==> src/rtl/dmahs_pkg.sv <==
`timescale 1ns/1ps
package dmahs_pkg;

    function automatic int ceil_cyc(input int ns, input int period);
        int c;
        c = (ns + period - 1) / period;
        return (c < 1) ? 1 : c;
    endfunction

    function automatic int floor_cyc(input int ns, input int period);
        int c;
        c = ns / period;
        return (c < 1) ? 1 : c;
    endfunction

    function automatic int max3(input int a, input int b, input int c);
        int m;
        m = (a > b) ? a : b;
        return (m > c) ? m : c;
    endfunction

    typedef enum logic [1:0] {
        H_IDLE,
        H_SETUP,
        H_CMD,
        H_HOLD
    } host_st_e;

    typedef enum logic [1:0] {
        D_IDLE,
        D_REQ,
        D_XFER
    } dev_st_e;

    typedef struct packed {
        logic dack_n;
        logic iocmd_n;
    } host_bus_t;

endpackage

==> src/rtl/dmahs_pulse.sv <==
`timescale 1ns/1ps
module dmahs_pulse #(
    parameter int LEN = 15
) (
    input  logic clk,
    input  logic rst,
    input  logic start,
    output logic active
);
    localparam int W = $clog2(LEN + 1);
    localparam logic [W-1:0] LAST = W'(LEN - 1);

    logic [W-1:0] cnt;

    always_ff @(posedge clk) begin
        if (rst) begin
            active <= 1'b0;
            cnt    <= '0;
        end else if (start) begin
            active <= 1'b1;
            cnt    <= LAST;
        end else if (active) begin
            if (cnt == '0) begin
                active <= 1'b0;
            end else begin
                cnt <= cnt - W'(1);
            end
        end
    end
endmodule

==> src/rtl/dmahs_host_ack.sv <==
`timescale 1ns/1ps
module dmahs_host_ack
    import dmahs_pkg::*;
#(
    parameter int SETUP_CYC = 2,
    parameter int CMD_CYC   = 15,
    parameter int HOLD_CYC  = 2,
    parameter int DROP_CYC  = 7
) (
    input  logic clk,
    input  logic rst,
    input  logic dreq,
    input  logic bus_grant,
    input  logic wait_n,
    output logic dack_n,
    output logic iocmd_n,
    output logic host_burst
);
    localparam int CW = $clog2(max3(SETUP_CYC, CMD_CYC, HOLD_CYC) + 1);
    localparam int AW = $clog2(DROP_CYC + 1);
    localparam logic [CW-1:0] SETUP_LAST = CW'(SETUP_CYC - 1);
    localparam logic [CW-1:0] CMD_LAST   = CW'(CMD_CYC - 1);
    localparam logic [CW-1:0] HOLD_LAST  = CW'(HOLD_CYC - 1);
    localparam logic [AW-1:0] AGE_END    = AW'(DROP_CYC);
    localparam logic [AW-1:0] AGE_SAMPLE = AW'(DROP_CYC - 1);

    host_st_e  st;
    host_bus_t bus;
    logic [CW-1:0] cnt;
    logic [AW-1:0] age;
    logic armed;
    logic issue;

    assign dack_n  = bus.dack_n;
    assign iocmd_n = bus.iocmd_n;
    assign issue   = (st == H_IDLE) && dreq && armed && bus_grant;

    always_ff @(posedge clk) begin
        if (rst) begin
            st          <= H_IDLE;
            bus.dack_n  <= 1'b1;
            bus.iocmd_n <= 1'b1;
            cnt         <= '0;
            age         <= '0;
            armed       <= 1'b0;
            host_burst  <= 1'b0;
        end else begin
            // rearm only after the request has been seen low
            if (issue) begin
                armed <= 1'b0;
            end else if (!dreq) begin
                armed <= 1'b1;
            end
            // removal window: one sample of the request decides burst
            if (st != H_IDLE && age != AGE_END) begin
                age <= age + AW'(1);
                if (age == AGE_SAMPLE) begin
                    host_burst <= dreq;
                end
            end
            case (st)
                H_IDLE: begin
                    if (issue) begin
                        bus.dack_n <= 1'b0;
                        st         <= H_SETUP;
                        cnt        <= '0;
                        age        <= '0;
                        host_burst <= 1'b0;
                    end
                end
                H_SETUP: begin
                    if (cnt == SETUP_LAST) begin
                        bus.iocmd_n <= 1'b0;
                        st          <= H_CMD;
                        cnt         <= '0;
                    end else begin
                        cnt <= cnt + CW'(1);
                    end
                end
                H_CMD: begin
                    if (cnt >= CMD_LAST && wait_n) begin
                        bus.iocmd_n <= 1'b1;
                        st          <= H_HOLD;
                        cnt         <= '0;
                    end else if (cnt < CMD_LAST) begin
                        cnt <= cnt + CW'(1);
                    end
                end
                H_HOLD: begin
                    if (cnt == HOLD_LAST) begin
                        cnt <= '0;
                        if (host_burst && dreq) begin
                            st <= H_SETUP;
                        end else begin
                            bus.dack_n <= 1'b1;
                            st         <= H_IDLE;
                        end
                    end else begin
                        cnt <= cnt + CW'(1);
                    end
                end
                default: st <= H_IDLE;
            endcase
        end
    end

    // acknowledge only on a granted, fresh request
    p_ack_needs_req_r3: assert property (@(posedge clk) disable iff (rst)
        $fell(dack_n) |-> ($past(dreq) && $past(bus_grant) && $past(armed)));

    // the command never runs outside the acknowledge
    p_cmd_inside_ack_r4: assert property (@(posedge clk) disable iff (rst)
        !iocmd_n |-> !dack_n);

    // the acknowledge outlives the command
    p_ack_hold_r7: assert property (@(posedge clk) disable iff (rst)
        $rose(iocmd_n) |-> !dack_n);

    // a low wait keeps the command active
    p_wait_extends_r8: assert property (@(posedge clk) disable iff (rst)
        (!iocmd_n && !wait_n) |=> !iocmd_n);

endmodule

==> src/rtl/dmahs_dev_req.sv <==
`timescale 1ns/1ps
module dmahs_dev_req
    import dmahs_pkg::*;
#(
    parameter int CNT_W    = 8,
    parameter int WAIT_CYC = 20,
    parameter int TERM_CYC = 15
) (
    input  logic             clk,
    input  logic             rst,
    input  logic             load_valid,
    input  logic [CNT_W-1:0] load_count,
    input  logic             burst_req,
    input  logic             slow_xfer,
    input  logic             dack_n,
    input  logic             iocmd_n,
    output logic             dreq,
    output logic             wait_n,
    output logic             tdma
);
    dev_st_e st;
    logic [CNT_W-1:0] pending;
    logic [CNT_W-1:0] pend_nxt;
    logic [CNT_W:0]   sum;
    logic bmode;
    logic cmd_q;
    logic cmd_fall, cmd_rise;
    logic in_xfer, done, last;
    logic wait_start, term_start, wait_act;

    assign cmd_fall   = cmd_q & ~iocmd_n;
    assign cmd_rise   = ~cmd_q & iocmd_n;
    assign in_xfer    = (st == D_XFER);
    assign done       = in_xfer & cmd_rise;
    assign last       = (pending == CNT_W'(1));
    assign wait_start = in_xfer & cmd_fall & slow_xfer;
    assign term_start = in_xfer & cmd_fall & last;
    assign wait_n     = ~wait_act;

    always_comb begin
        sum = {1'b0, pending} + (load_valid ? {1'b0, load_count} : (CNT_W+1)'(0));
        if (done && sum != '0) begin
            sum = sum - (CNT_W+1)'(1);
        end
        pend_nxt = sum[CNT_W] ? '1 : sum[CNT_W-1:0];
    end

    always_ff @(posedge clk) begin
        if (rst) begin
            st      <= D_IDLE;
            pending <= '0;
            bmode   <= 1'b0;
            cmd_q   <= 1'b1;
            dreq    <= 1'b0;
        end else begin
            cmd_q   <= iocmd_n;
            pending <= pend_nxt;
            case (st)
                D_IDLE: begin
                    if (pending != '0 && dack_n && iocmd_n) begin
                        dreq  <= 1'b1;
                        bmode <= burst_req;
                        st    <= D_REQ;
                    end
                end
                D_REQ: begin
                    if (!dack_n) begin
                        st <= D_XFER;
                        if (!bmode) begin
                            dreq <= 1'b0;
                        end
                    end
                end
                D_XFER: begin
                    if (cmd_fall && last && bmode) begin
                        dreq <= 1'b0;
                    end
                    if (dack_n && iocmd_n) begin
                        dreq <= 1'b0;
                        st   <= D_IDLE;
                    end
                end
                default: st <= D_IDLE;
            endcase
        end
    end

    dmahs_pulse #(.LEN(WAIT_CYC)) u_wait (
        .clk    (clk),
        .rst    (rst),
        .start  (wait_start),
        .active (wait_act)
    );

    dmahs_pulse #(.LEN(TERM_CYC)) u_term (
        .clk    (clk),
        .rst    (rst),
        .start  (term_start),
        .active (tdma)
    );

    // nothing to move means no request
    p_idle_empty_r2: assert property (@(posedge clk) disable iff (rst)
        (st == D_IDLE && pending == '0) |-> !dreq);

    // single-cycle mode withdraws the request right after the acknowledge
    p_single_drop_r5: assert property (@(posedge clk) disable iff (rst)
        ($fell(dack_n) && !bmode) |=> !dreq);

    // wait is held only inside a command
    p_wait_in_cmd_r9: assert property (@(posedge clk) disable iff (rst)
        !wait_n |-> !iocmd_n);

    // terminate starts while the final command runs
    p_term_in_cmd_r10: assert property (@(posedge clk) disable iff (rst)
        $rose(tdma) |-> !iocmd_n);

endmodule

==> src/rtl/dma_handshake_top.sv <==
`timescale 1ns/1ps
module dma_handshake_top
    import dmahs_pkg::*;
#(
    parameter int CLK_PERIOD_NS = 20,
    parameter int SETUP_NS      = 25,
    parameter int DROP_NS       = 150,
    parameter int HOLD_NS       = 25,
    parameter int CMD_NS        = 300,
    parameter int TERM_NS       = 300,
    parameter int WAIT_CYC      = 20,
    parameter int CNT_W         = 8
) (
    input  logic             clk,
    input  logic             rst,
    input  logic             load_valid,
    input  logic [CNT_W-1:0] load_count,
    input  logic             burst_req,
    input  logic             slow_xfer,
    input  logic             bus_grant,
    output logic             dreq,
    output logic             dack_n,
    output logic             iocmd_n,
    output logic             wait_n,
    output logic             tdma,
    output logic             host_burst
);
    localparam int SETUP_CYC = ceil_cyc(SETUP_NS, CLK_PERIOD_NS);
    localparam int HOLD_CYC  = ceil_cyc(HOLD_NS, CLK_PERIOD_NS);
    localparam int CMD_CYC   = ceil_cyc(CMD_NS, CLK_PERIOD_NS);
    localparam int TERM_CYC  = ceil_cyc(TERM_NS, CLK_PERIOD_NS);
    localparam int DROP_CYC  = floor_cyc(DROP_NS, CLK_PERIOD_NS);

    dmahs_dev_req #(
        .CNT_W    (CNT_W),
        .WAIT_CYC (WAIT_CYC),
        .TERM_CYC (TERM_CYC)
    ) u_dev (
        .clk        (clk),
        .rst        (rst),
        .load_valid (load_valid),
        .load_count (load_count),
        .burst_req  (burst_req),
        .slow_xfer  (slow_xfer),
        .dack_n     (dack_n),
        .iocmd_n    (iocmd_n),
        .dreq       (dreq),
        .wait_n     (wait_n),
        .tdma       (tdma)
    );

    dmahs_host_ack #(
        .SETUP_CYC (SETUP_CYC),
        .CMD_CYC   (CMD_CYC),
        .HOLD_CYC  (HOLD_CYC),
        .DROP_CYC  (DROP_CYC)
    ) u_host (
        .clk        (clk),
        .rst        (rst),
        .dreq       (dreq),
        .bus_grant  (bus_grant),
        .wait_n     (wait_n),
        .dack_n     (dack_n),
        .iocmd_n    (iocmd_n),
        .host_burst (host_burst)
    );
endmodule

==> config.mk <==
export PLATFORM = sky130hd
export DESIGN_NAME = dma_handshake_top
export DESIGN_NICKNAME = d
export VERILOG_FILES = /design/src/rtl/dmahs_pkg.sv /design/src/rtl/dmahs_pulse.sv /design/src/rtl/dmahs_host_ack.sv /design/src/rtl/dmahs_dev_req.sv /design/src/rtl/dma_handshake_top.sv
export SDC_FILE = /design/constraint.sdc
export NUM_CORES = 1
export LEC_CHECK = 0
export ABC_CLOCK_PERIOD_IN_PS = 2750
export BUFFER_PORTS_ARGS = -buffer_cell sky130_fd_sc_hd__buf_2
export CAP_MARGIN = 40
export CORE_MARGIN = 2
export CORE_UTILIZATION = 28
export CTS_CLUSTER_DIAMETER = 120
export CTS_CLUSTER_SIZE = 10
export DETAILED_ROUTE_END_ITERATION = 6
export GPL_TIMING_DRIVEN = 0
export SLEW_MARGIN = 0
export SYNTH_ARGS = -nofsm -noshare
export SYNTH_HDL_FRONTEND = slang
export SYNTH_SLANG_ARGS = --single-unit
==> constraint.sdc <==
create_clock -name clk -period 2.75 [get_ports clk]
set_input_delay 0.275 -clock clk [delete_from_list [all_inputs] [get_ports clk]]
set_output_delay 0.275 -clock clk [all_outputs]
set_load 0.01 [all_outputs]
==> reports/results.md, run 1 <==
### Place
• 425 — cell total after placement
• 4070 um — post-detailed-placement half-perimeter wirelength
• 0.00273 mm^2 — cell area after placement
• -0.426 ns — pre-CTS setup slack
• 18 — number of I/O port buffers
• 0.832 — RD Place Congestion

### Timing
• 0.00543 ns — Worst Skew
• 59.9% — max-slew headroom at the worst pin
• 0 ns — setup TNS
• 0 — final number of setup-violating endpoints
• 0.120 ns — PnR worst setup slack
• no — unrepaired setup endpoints after global routing
• 0 — Final Hold Fails
• 0.596 ns — Tightest Pin Transition
• 2.63 ns — clock period minus final worst setup slack
• 0 — max-slew violations
• 380 MHz — fmax
• 95.6% — Tcrit/Tclk final

### Layout
• 374 — fin nets
• 933 — layout filler cell count
• 16.4% — fraction of layout instances using a drive strength above 1
• 0.00296 mm^2 — total non-filler cell area in the finished layout
• 18.4% — Layout area overhead
• 0 — Ant. Diodes
• 437 — final cell count without fillers

### Floorplan
• 28.8% — effective utilization at floorplan
• 20 — I/O pin total
• 0.00971 mm^2 — die area
• 98.6 um — x dimension of the die
• 98.6 um — die height
• 0.00868 mm^2 — Core Footprint
• 34 — number of standard-cell rows in the floorplan

### CTS
• 37 — # clock sinks
• 0.08 ns — clock-pin slew of the registers on the worst-case setup and hold paths
• 5 — CTS buffer count
• 2 — CTS H-Tree Depth
• 2 — clock buffer depth
• done — CTS tree
• clkbuf_8 — root buffer cell
• 0.29 ns — clk_lat worst skew

### Yosys
• 0.00250 mm^2 — netlist area before placement
• 15.8% — share of synthesized cell area in full adder, half adder and majority cells
• dfxtp_1 (30%), ha_1 (15%), a21oi_1 (5.6%), nor2_1 (4.9%), xnor2_1 (3.8%) — cell types with the largest area share after synthesis
• 0 — YS warnings
• 8.37 um^2 — average footprint of a synthesized cell
• 344 — net count of the mapped netlist
• 299 — Gate Count Post-Synth
• dfxtp_1 — dominant register cell in the synthesized netlist
• 0 — number of enable-type register cells in the synthesized netlist
• 22.2% — area fraction in and, or, nand and nor cells after synthesis
• dfxtp_1 — cell type with the highest aggregate area in the netlist
• 0.800% — mux share of post-synthesis cell area
• 29.6% — post-synth top area share
• 0% — share of synthesized flip-flops with an asynchronous set or reset
• 54 — number of distinct library cell variants in the gate-level netlist after synthesis
• 29.6% — register area share after synthesis
• simple AND/OR/NAND/NOR gates — largest family of logic cells by synthesized area
• 21.7% — compound-gate portion of the synthesized area
• 37 — Synth Register Bits
• 5.20% — xor and xnor fraction of the mapped netlist area

### Worst setup path
• nor4_4 — cell with the largest stage delay on the worst path
• 2.91 ns — data required time at the worst endpoint
• flop — Critical Path End Type
• simple AND/OR/NAND/NOR gates — Top delay family on crit path
• 2.79 ns — arrival time of data at the critical path endpoint
• u_dev.pending[0] — worst setup path startpoint
• u_dev.pending[1] — endpoint of the lowest-slack register-to-register path
• 2 — number of buffer and inverter stages on the critical path
• u_dev.pending[1] — capturing instance or port of the critical path
• 11 — number of stages on the worst setup path
• 0.12 ns — register-to-register setup slack
• ha_4 > inv_2 > fa_2 > nand2b_4 > a21oi_4 > xor2_4 > nor4_4 > nand4_2 > buf_6 > a21boi_0 > o21ai_0 — cells along the critical path
• 0.44 ns — CP max stage delay
• reg -> reg — worst setup path class
• 11 — R2R depth
• flop — CP Launch Type
• u_dev.pending[0] — worst reg2reg path startpoint
• 10 — Max FO, Critical Path

### Drt
• 4 — drt first pass iters
• 65 — count of routing violations after the opening detailed-route iteration
• 2196 — via count of the routed design
• 0 — detailed-route DRC error count
• 0 — number of nets with antenna violations after routing
• 12.6 um — average routed wire per standard cell
• 5.03 — number of vias per cell
• 5520 um — Final Routed Wirelength

### Flow run
• 0 — total of max-cap violations

### Pwr
• 0.333 mV — Max IR drop VDD
• 722 mW/mm^2 — ratio of total power to cell area
• 1.22 nW — leakage power of the design

### Global route
• 12 — pin count of the biggest net entering global routing
• 11.6% — global router's overall resource usage
• 0 — residual overflow from global routing
• 0 — antenna violations before repair
• 9350 um — wire length of the first global-routing pass
• 2057 — via count of the first global-routing pass

### Hold path
• burst_req — worst min-delay path startpoint
• in -> reg — classification of the worst-slack hold path

### Outcome
• finished, final reports clean — result of the run

## power breakdown
group / total (mW) / internal [mW] / leakage, nW / switching, mW
Sequential: 0.742 / 0.637 / 0.303 / 0.105
Combinational: 0.940 / 0.394 / 0.860 / 0.547
Clock: 0.459 / 0.264 / 0.0540 / 0.195
Total: 2.14 / 1.29 / 1.22 / 0.846
## stage by stage
step | util (%) | hold WS (ns) | total power, mW
final | 34.2 | 0.236 | 2.14
after global routing | 34.2 | 0.235 | 2.32
after CTS | 33.0 | 0.236 | 2.11
after detailed placement | 31.4 | 0.460 | 1.61
after global placement | 31.4 | 0.452 | 1.58
after floorplan | - | 0.422 | 1.40
## layer usage
| layer | up-vias | GRT usage [%] | routed length [um] |
|---|---|---|---|
| li1 | 1133 | - | - |
| met1 | 1032 | 14.4 | 2630 |
| met2 | 21 | 19.8 | 2670 |
| met3 | 10 | 2.27 | 125 |
| met4 | 0 | 4.32 | 96 |
| met5 | - | 0 | 0 |
## cells in the final DEF, fill, tap and decap left out, types with 2 or more instances in the layout
| cell | synthesis | final |
|---|---|---|
| xnor2_1 | 11 | 11 |
| dfxtp_1 | 37 | 36 |
| inv_1 | 23 | 22 |
| ha_1 | 30 | 29 |
| a211oi_1 | 6 | 6 |
| buf_4 | 0 | 4 |
| or3_1 | 2 | 2 |
| nand3_1 | 13 | 13 |
| and2_1 | 10 | 10 |
| a21boi_0 | 4 | 4 |
| a31o_2 | 2 | 2 |
| nor3_1 | 5 | 5 |
| a21oi_1 | 28 | 25 |
| or2_2 | 2 | 2 |
| a31oi_1 | 2 | 2 |
| a21oi_2 | 0 | 2 |
| nand2_1 | 19 | 19 |
| buf_2 | 0 | 18 |
| a311o_1 | 3 | 3 |
| mux2i_1 | 2 | 2 |
| nand2b_1 | 5 | 4 |
| nor2_1 | 33 | 33 |
| o211ai_1 | 5 | 5 |
| o21ai_0 | 6 | 6 |
| nor4_1 | 3 | 3 |
| a21o_1 | 3 | 3 |
| clkbuf_1 | 5 | 5 |
| nand4_1 | 5 | 5 |
| a311oi_1 | 4 | 4 |
| and3_1 | 3 | 3 |
| clkbuf_8 | 0 | 5 |
## worst min path at each step
stage,end,slack (ns),cells past startpoint
5_1_grt,u_dev.bmode,0.24,3
3_5_place_dp,u_host.armed,0.46,2
3_3_place_gp,u_host.armed,0.45,2
4_1_cts,u_dev.bmode,0.24,3
6_report,u_dev.bmode,0.24,3
2_1_floorplan,u_dev.bmode,0.42,2
## what timing repair did
action | 4_1_cts | 5_1_grt
resized for setup | 2 | 14
pin swaps | 2 | 5
setup endpoints to repair | 8 | 8
hold buffers | 0 | 0
buffers inserted | 3 | 2
## worst reg2reg max path: stages, from the launching register on
cell and delay, ns:
dfxtp_4 0.38, ha_4 0.15, inv_2 0.04, fa_2 0.34
nand2b_4 0.17, a21oi_4 0.20, xor2_4 0.12, nor4_4 0.44
nand4_2 0.21, buf_6 0.19, a21boi_0 0.15, o21ai_0 0.12
## cells in the mapped netlist (2+ instances only)
cell and number:
xor2_1 2, nand3_1 13, nor2_1 33, mux2i_1 2
dfxtp_1 37, nand2b_1 5, nor4_1 3, nor3_1 5
nand2_1 19, a21o_1 3, a21boi_0 4, clkbuf_1 5
and3_1 3, a31oi_1 2, or3_1 2, o211ai_1 5
and2_1 10, a311oi_1 4, a311o_1 3, a21oi_1 28
ha_1 30, or2_2 2, o21ai_0 6, a31o_2 2
xnor2_1 11, inv_1 23, nand4_1 5, a211oi_1 6
## flip-flops by register name, summed over array words and instances (netlist names)
signal / flops
u_dev.u_term.cnt: 4
u_host.cnt: 4
u_host.st: 2
u_host.age: 3
u_dev.u_wait.active: 1
u_dev.bmode: 1
u_host.armed: 1
u_host.iocmd_n: 1
u_dev.pending: 8
u_dev.u_wait.cnt: 5
u_dev.cmd_q: 1
u_dev.st: 2
u_dev.u_term.active: 1
u_host.host_burst: 1
u_dev.dreq: 1
u_host.dack_n: 1
## kinds of logic (layout without fill, tap and decap cells)
kind of cell | Yosys count | after routing
AO/OA/AOI/OAI | 78 | 78
AND/OR/NAND/NOR | 108 | 108
adder cells (fa/ha/maj) | 31 | 31
XOR/XNOR | 14 | 14
buffers and inverters | 29 | 59
multiplexers | 2 | 2
flip-flops | 37 | 37
## cell type report
type | instances | area (um^2) | area share (%)
multi-input combinational | 233 | 1720 | 58.2
sequential | 37 | 744 | 25.1
timing repair buffer | 23 | 140 | 4.73
tap | 108 | 135 | 4.56
inverter | 23 | 86.3 | 2.91
clock buffer | 5 | 68.8 | 2.32
clock inverter | 2 | 35.0 | 1.18
buffer | 6 | 30.0 | 1.01
Note: power is estimated with default switching activity, not from simulation.
==> inputs of run 2 (changes only) <==
--- a/config.mk
+++ b/config.mk
@@ -14,6 +14,8 @@
 export CTS_CLUSTER_SIZE = 10
 export DETAILED_ROUTE_END_ITERATION = 6
 export GPL_TIMING_DRIVEN = 0
+export MAX_ROUTING_LAYER = met4
+export REMOVE_ABC_BUFFERS = 1
 export SLEW_MARGIN = 0
 export SYNTH_ARGS = -nofsm -noshare
 export SYNTH_HDL_FRONTEND = slang
==> reports/results.md, run 2 (synthesis gave the netlist of run 1 again) <==
### Drt
• 12.5 um — average routed wire per standard cell, -0.81%
• 0 — number of nets with antenna violations after routing, unchanged
• 0 — detailed-route DRC error count, unchanged
• 5.09 — number of vias per cell, +1.2%
• 58 — count of routing violations after the opening detailed-route iteration, -11%
• 4 — drt first pass iters, unchanged
• 2212 — via count of the routed design, +0.73%
• 5450 um — Final Routed Wirelength, -1.3%

### Layout
• u_dev.pending — register bank with the most flops
• u_dev.pending x8, u_dev.u_wait.cnt x5 — largest registers in the final layout
• 17.8% — Layout area overhead
• 8 — flip-flop count of the largest register after layout, unchanged
• dfxtp_1 — most common cell after layout, fill and taps aside
• 926 — layout filler cell count, -0.75%
• 371 — fin nets, -0.80%
• dfxtp_1 (36), nor2_1 (33), ha_1 (29) — most frequent cells in the layout
• 17.7% — fraction of layout instances using a drive strength above 1, +1.3 points
• 0.00173 mm^2 — area of the multi-input gates, +0.36%
• 0 — Ant. Diodes, unchanged
• 742 um^2 — area of all sequential standard cells, -0.34%

### Place
• 19 — number of I/O port buffers, +1
• 4010 um — post-detailed-placement half-perimeter wirelength, -1.3%
• 0.776 — RD Place Congestion, -6.8%

### Worst setup path
• flop — CP Launch Type
• reg -> reg — worst setup path class
• 2.98 ns — data required time at the worst endpoint, +0.07 ns
• flop — Critical Path End Type
• 7 — Max FO, Critical Path, -3
• 2.83 ns — arrival time of data at the critical path endpoint, +0.04 ns

### Timing
• 94.6% — Tcrit/Tclk final, -1.0 points
• 0 — Final Hold Fails, unchanged
• 56.3% — max-slew headroom at the worst pin, -3.6 points
• 0 — final number of setup-violating endpoints, unchanged
• 384 MHz — fmax, +1.1%
• 0 ns — setup TNS, unchanged
• 0.656 ns — Tightest Pin Transition, +0.0601 ns
• 0.230 ns — WHS, -0.00543 ns
• 0 — max-slew violations, unchanged
• 2.60 ns — clock period minus final worst setup slack, -0.0285 ns
• 0.0137 ns — Worst Skew, +0.00830 ns

### Floorplan
• 28.8% — effective utilization at floorplan, unchanged
• 20 — I/O pin total, unchanged
• 34 — number of standard-cell rows in the floorplan, unchanged
• 0.00971 mm^2 — die area, unchanged
• 98.6 um — die height, unchanged
• 98.6 um — x dimension of the die, unchanged
• 0.00868 mm^2 — Core Footprint, unchanged

### CTS
• 0.30 ns — clk_lat worst skew, about the same
• clkbuf_8 — root buffer cell
• 5 — CTS buffer count, unchanged
• 2 — CTS H-Tree Depth, unchanged
• 0.09 ns — clock-pin slew of the registers on the worst-case setup and hold paths, about the same
• 37 — # clock sinks, unchanged
• done — CTS tree
• 2 — clock buffer depth, unchanged

### Pwr
• 738 mW/mm^2 — ratio of total power to cell area, +2.2%
• 0.350 mV — Max IR drop VDD, +4.8%
• 1.21 nW — leakage power of the design, -0.53%

### Global route
• 2148 — via count of the first global-routing pass, +4.4%
• 37 — pin count of the biggest net entering global routing, +25
• 0 — antenna violations before repair, unchanged
• 11.9% — global router's overall resource usage, +0.27 points
• 0 — residual overflow from global routing, unchanged
• 9380 um — wire length of the first global-routing pass, +0.30%

### Outcome
• finished, final reports clean — result of the run

### Hold path
• in -> reg — classification of the worst-slack hold path

### Flow run
• 0 — total of max-cap violations, unchanged

run 2: cell types whose count changed in the layout (fill, tap and decap cells not counted), sizes merged:
cell / change
buf: +1
clkbuf: -5
clkinvlp: +1
nand4: +1
run 2: metrics by stage:
step	total power [mW]	utilization, %	instances	cell area, um^2	setup WS, ns
floorplan	1.39	-	293	2470	0.0525
global placement	1.57	31.2	420	2700	-0.427
detailed placement	1.60	31.2	420	2700	-0.577
CTS	2.15	33.3	433	2890	0.0138
global route	2.36	34.0	435	2950	-0.00799
finish	2.18	34.0	435	2950	0.149
run 2: worst max-delay path, cell delays in order (launching register included):
cell      delay [ns]
dfxtp_2         0.36
ha_2            0.21
inv_1           0.06
fa_1            0.42
nand2b_4        0.18
a21oi_2         0.21
o221ai_2        0.17
a21oi_2         0.16
buf_4           0.16
nand4_4         0.15
a311o_1         0.38
nand3_1         0.07
run 2: metal layers:
layer / vias up / routed length, um / GRT usage, %
met5: - / 0 / -
met4: 0 / 44 / 3.16
met3: 4 / 132 / 2.55
met2: 24 / 2630 / 20.1
met1: 1063 / 2640 / 14.3
li1: 1121 / - / -
run 2: repair_timing:
| action | 4_1_cts | 5_1_grt |
|---|---|---|
| hold buffers | 0 | 0 |
| buffers inserted | 5 | 1 |
| setup endpoints to repair | 8 | 8 |
| gates resized for setup | 6 | 8 |
| cloned | 0 | 1 |
| pin swaps | 3 | 3 |
run 2: final timing paths:
kind	start	endpoint	slack (ns)	cells past startpoint
hold / removal	burst_req	u_dev.bmode	0.23	3
setup reg to reg	u_dev.pending[0]	u_dev.pending[6]	0.15	11
hold reg to reg	u_host.armed	u_host.armed	0.48	2
setup / recovery	u_dev.pending[0]	u_dev.pending[6]	0.15	11
run 2: area by class of cell:
type                       count  share of cell area, %
inverter                      23                   2.93
clock buffer                   5                   2.33
sequential                    37                   25.2
multi-input combinational    234                   58.7
tap                          108                   4.58
clock inverter                 3                   1.57
timing repair buffer          25                   4.75
run 2: power breakdown:
group | internal [mW] | leakage [nW] | total, mW | switching [mW]
combinational | 0.396 | 0.853 | 0.944 | 0.548
clock | 0.272 | 0.0543 | 0.487 | 0.216
sequential | 0.636 | 0.302 | 0.745 | 0.108
==> inputs of run 3 (changes only) <==
--- a/config.mk
+++ b/config.mk
@@ -10,6 +10,7 @@
 export CAP_MARGIN = 40
 export CORE_MARGIN = 2
 export CORE_UTILIZATION = 28
+export CTS_BUF_LIST = sky130_fd_sc_hd__clkbuf_4
 export CTS_CLUSTER_DIAMETER = 120
 export CTS_CLUSTER_SIZE = 10
 export DETAILED_ROUTE_END_ITERATION = 6
==> reports/results.md, run 3 (synthesis gave the netlist of run 1 again) <==
### Outcome
• finished, final reports clean — result of the run

### Layout
• 8 — flip-flop count of the largest register after layout, unchanged
• u_dev.pending x8, u_dev.u_wait.cnt x5 — largest registers in the final layout
• u_dev.pending — register bank with the most flops
• dfxtp_1 — most common cell after layout, fill and taps aside
• 17.3% — Layout area overhead
• 0.00294 mm^2 — total non-filler cell area in the finished layout, -0.42%
• 0 — Ant. Diodes, unchanged
• 18.0% — fraction of layout instances using a drive strength above 1, +0.31 points
• 371 — fin nets, unchanged
• dfxtp_1 (36), nor2_1 (33), ha_1 (29) — most frequent cells in the layout

### Floorplan
• 20 — I/O pin total, unchanged
• 98.6 um — die height, unchanged
• 0.00971 mm^2 — die area, unchanged
• 0.00868 mm^2 — Core Footprint, unchanged
• 34 — number of standard-cell rows in the floorplan, unchanged
• 98.6 um — x dimension of the die, unchanged
• 28.8% — effective utilization at floorplan, unchanged

### CTS
• done — CTS tree
• 37 — # clock sinks, unchanged
• 0.35 ns — clk_lat worst skew, +0.05 ns
• 0 — number of hold buffers added after cts, unchanged
• 0.14 ns — clock-pin slew of the registers on the worst-case setup and hold paths, +0.05 ns
• clkbuf_4 — root buffer cell
• 5 — CTS buffer count, unchanged
• 2 — clock buffer depth, unchanged
• 2 — CTS H-Tree Depth, unchanged

### Drt
• 4 — drt first pass iters, unchanged
• 0 — detailed-route DRC error count, unchanged
• 2191 — via count of the routed design, -0.95%
• 74 — count of routing violations after the opening detailed-route iteration, +28%
• 5470 um — Final Routed Wirelength, +0.29%
• 0 — number of nets with antenna violations after routing, unchanged
• 12.6 um — average routed wire per standard cell, +0.29%
• 5.04 — number of vias per cell, -0.95%

### Timing
• 0 — Final Hold Fails, unchanged
• 55.9% — max-slew headroom at the worst pin, -0.41 points
• 0 — max-slew violations, unchanged
• 0 ns — setup TNS, unchanged
• 0.162 ns — WHS, -0.0681 ns
• 0.0245 ns — Worst Skew, +0.0108 ns
• 2.62 ns — clock period minus final worst setup slack, +0.0204 ns
• 0 — final number of setup-violating endpoints, unchanged
• 0.662 ns — Tightest Pin Transition, +0.00620 ns
• 381 MHz — fmax, -0.78%
• 95.3% — Tcrit/Tclk final, +0.74 points
• yes — unrepaired setup endpoints after global routing

### Worst setup path
• 5 — Max FO, Critical Path, -2
• flop — Critical Path End Type
• 2.86 ns — arrival time of data at the critical path endpoint, +0.03 ns
• flop — CP Launch Type
• reg -> reg — worst setup path class
• fa_1 — cell with the largest stage delay on the worst path
• 0.42 ns — CP max stage delay, about the same
• 2.98 ns — data required time at the worst endpoint, about the same
• ha_2 > inv_1 > fa_1 > nand2b_4 > a21oi_2 > o221ai_2 > a21oi_4 > buf_4 > o211ai_1 > o2bb2ai_1 > a311oi_1 — cells along the critical path

### Global route
• 11.9% — global router's overall resource usage, +0.030 points
• 2162 — via count of the first global-routing pass, +0.65%
• 9430 um — wire length of the first global-routing pass, +0.51%
• 0 — residual overflow from global routing, unchanged
• 0 — antenna violations before repair, unchanged
• 37 — pin count of the biggest net entering global routing, unchanged

### Place
• 4010 um — post-detailed-placement half-perimeter wirelength, unchanged
• 0.776 — RD Place Congestion, unchanged
• 19 — number of I/O port buffers, unchanged
• 0.00270 mm^2 — cell area after placement, unchanged

### Pwr
• 0.300 mV — Max IR drop VDD, -14%
• 714 mW/mm^2 — ratio of total power to cell area, -3.3%
• 1.20 nW — leakage power of the design, -0.77%

### Hold path
• in -> reg — classification of the worst-slack hold path

### Flow run
• 0 — total of max-cap violations, unchanged

-- run 3: cell counts in the layout (fill, tap and decap cells not counted) --
No cell type changed its count.
-- run 3: final timing paths --
path,start,end,slack [ns],cells after the start
worst min register to register,u_host.armed,u_host.armed,0.48,2
worst max-delay path,u_dev.pending[0],u_dev.pending[0],0.13,11
worst min-delay path,burst_req,u_dev.bmode,0.16,3
worst max register to register,u_dev.pending[0],u_dev.pending[0],0.13,11
-- run 3: what timing repair did --
action                                  CTS  global route
cloned                                    0             1
setup buffers                             5             1
pin swaps                                 3             5
gates resized for setup                   6            11
endpoints found under the setup margin    8             8
-- run 3: layer usage --
| layer | track usage [%] | share of wire (%) | up-vias |
|---|---|---|---|
| li1 | - | - | 1124 |
| met1 | 14.3 | 48 | 1038 |
| met2 | 20.4 | 49 | 25 |
| met3 | 2.55 | 2.3 | 4 |
| met4 | 2.85 | 0.84 | 0 |
| met5 | - | 0 | - |
-- run 3: critical path, delay by kind of cell (launching register included) --
family                     cells  cell delay [ns]
AOI/OAI and AO/OA              6             1.11
adders and majority gates      2             0.63
DFF                            1             0.38
buffers and inverters          2             0.23
and+or+nand+nor                1             0.18
-- run 3: power breakdown --
part,switching (mW),internal (mW)
logic,0.551,0.405
clock network,0.203,0.193
registers,0.108,0.636
-- run 3: layout make-up --
| cell class | instances | area, um^2 |
|---|---|---|
| repair buffers | 25 | 144 |
| multi-input cells | 234 | 1750 |
| well taps | 108 | 135 |
| flip-flops and latches | 37 | 742 |
| fillers | 932 | 5740 |
| inverters | 23 | 86.3 |
| clock inverters | 3 | 46.3 |
| clock buffers | 5 | 37.5 |
-- run 3: stage by stage --
step / std cells / total power, mW / util (%) / setup WS (ns)
after global routing: 435 / 2.28 / 33.8 / -0.0284
after detailed placement: 420 / 1.60 / 31.2 / -0.577
after CTS: 433 / 2.06 / 33.0 / 0.0109
final: 435 / 2.10 / 33.8 / 0.129
after global placement: 420 / 1.57 / 31.2 / -0.427
after floorplan: 293 / 1.39 / - / 0.0525
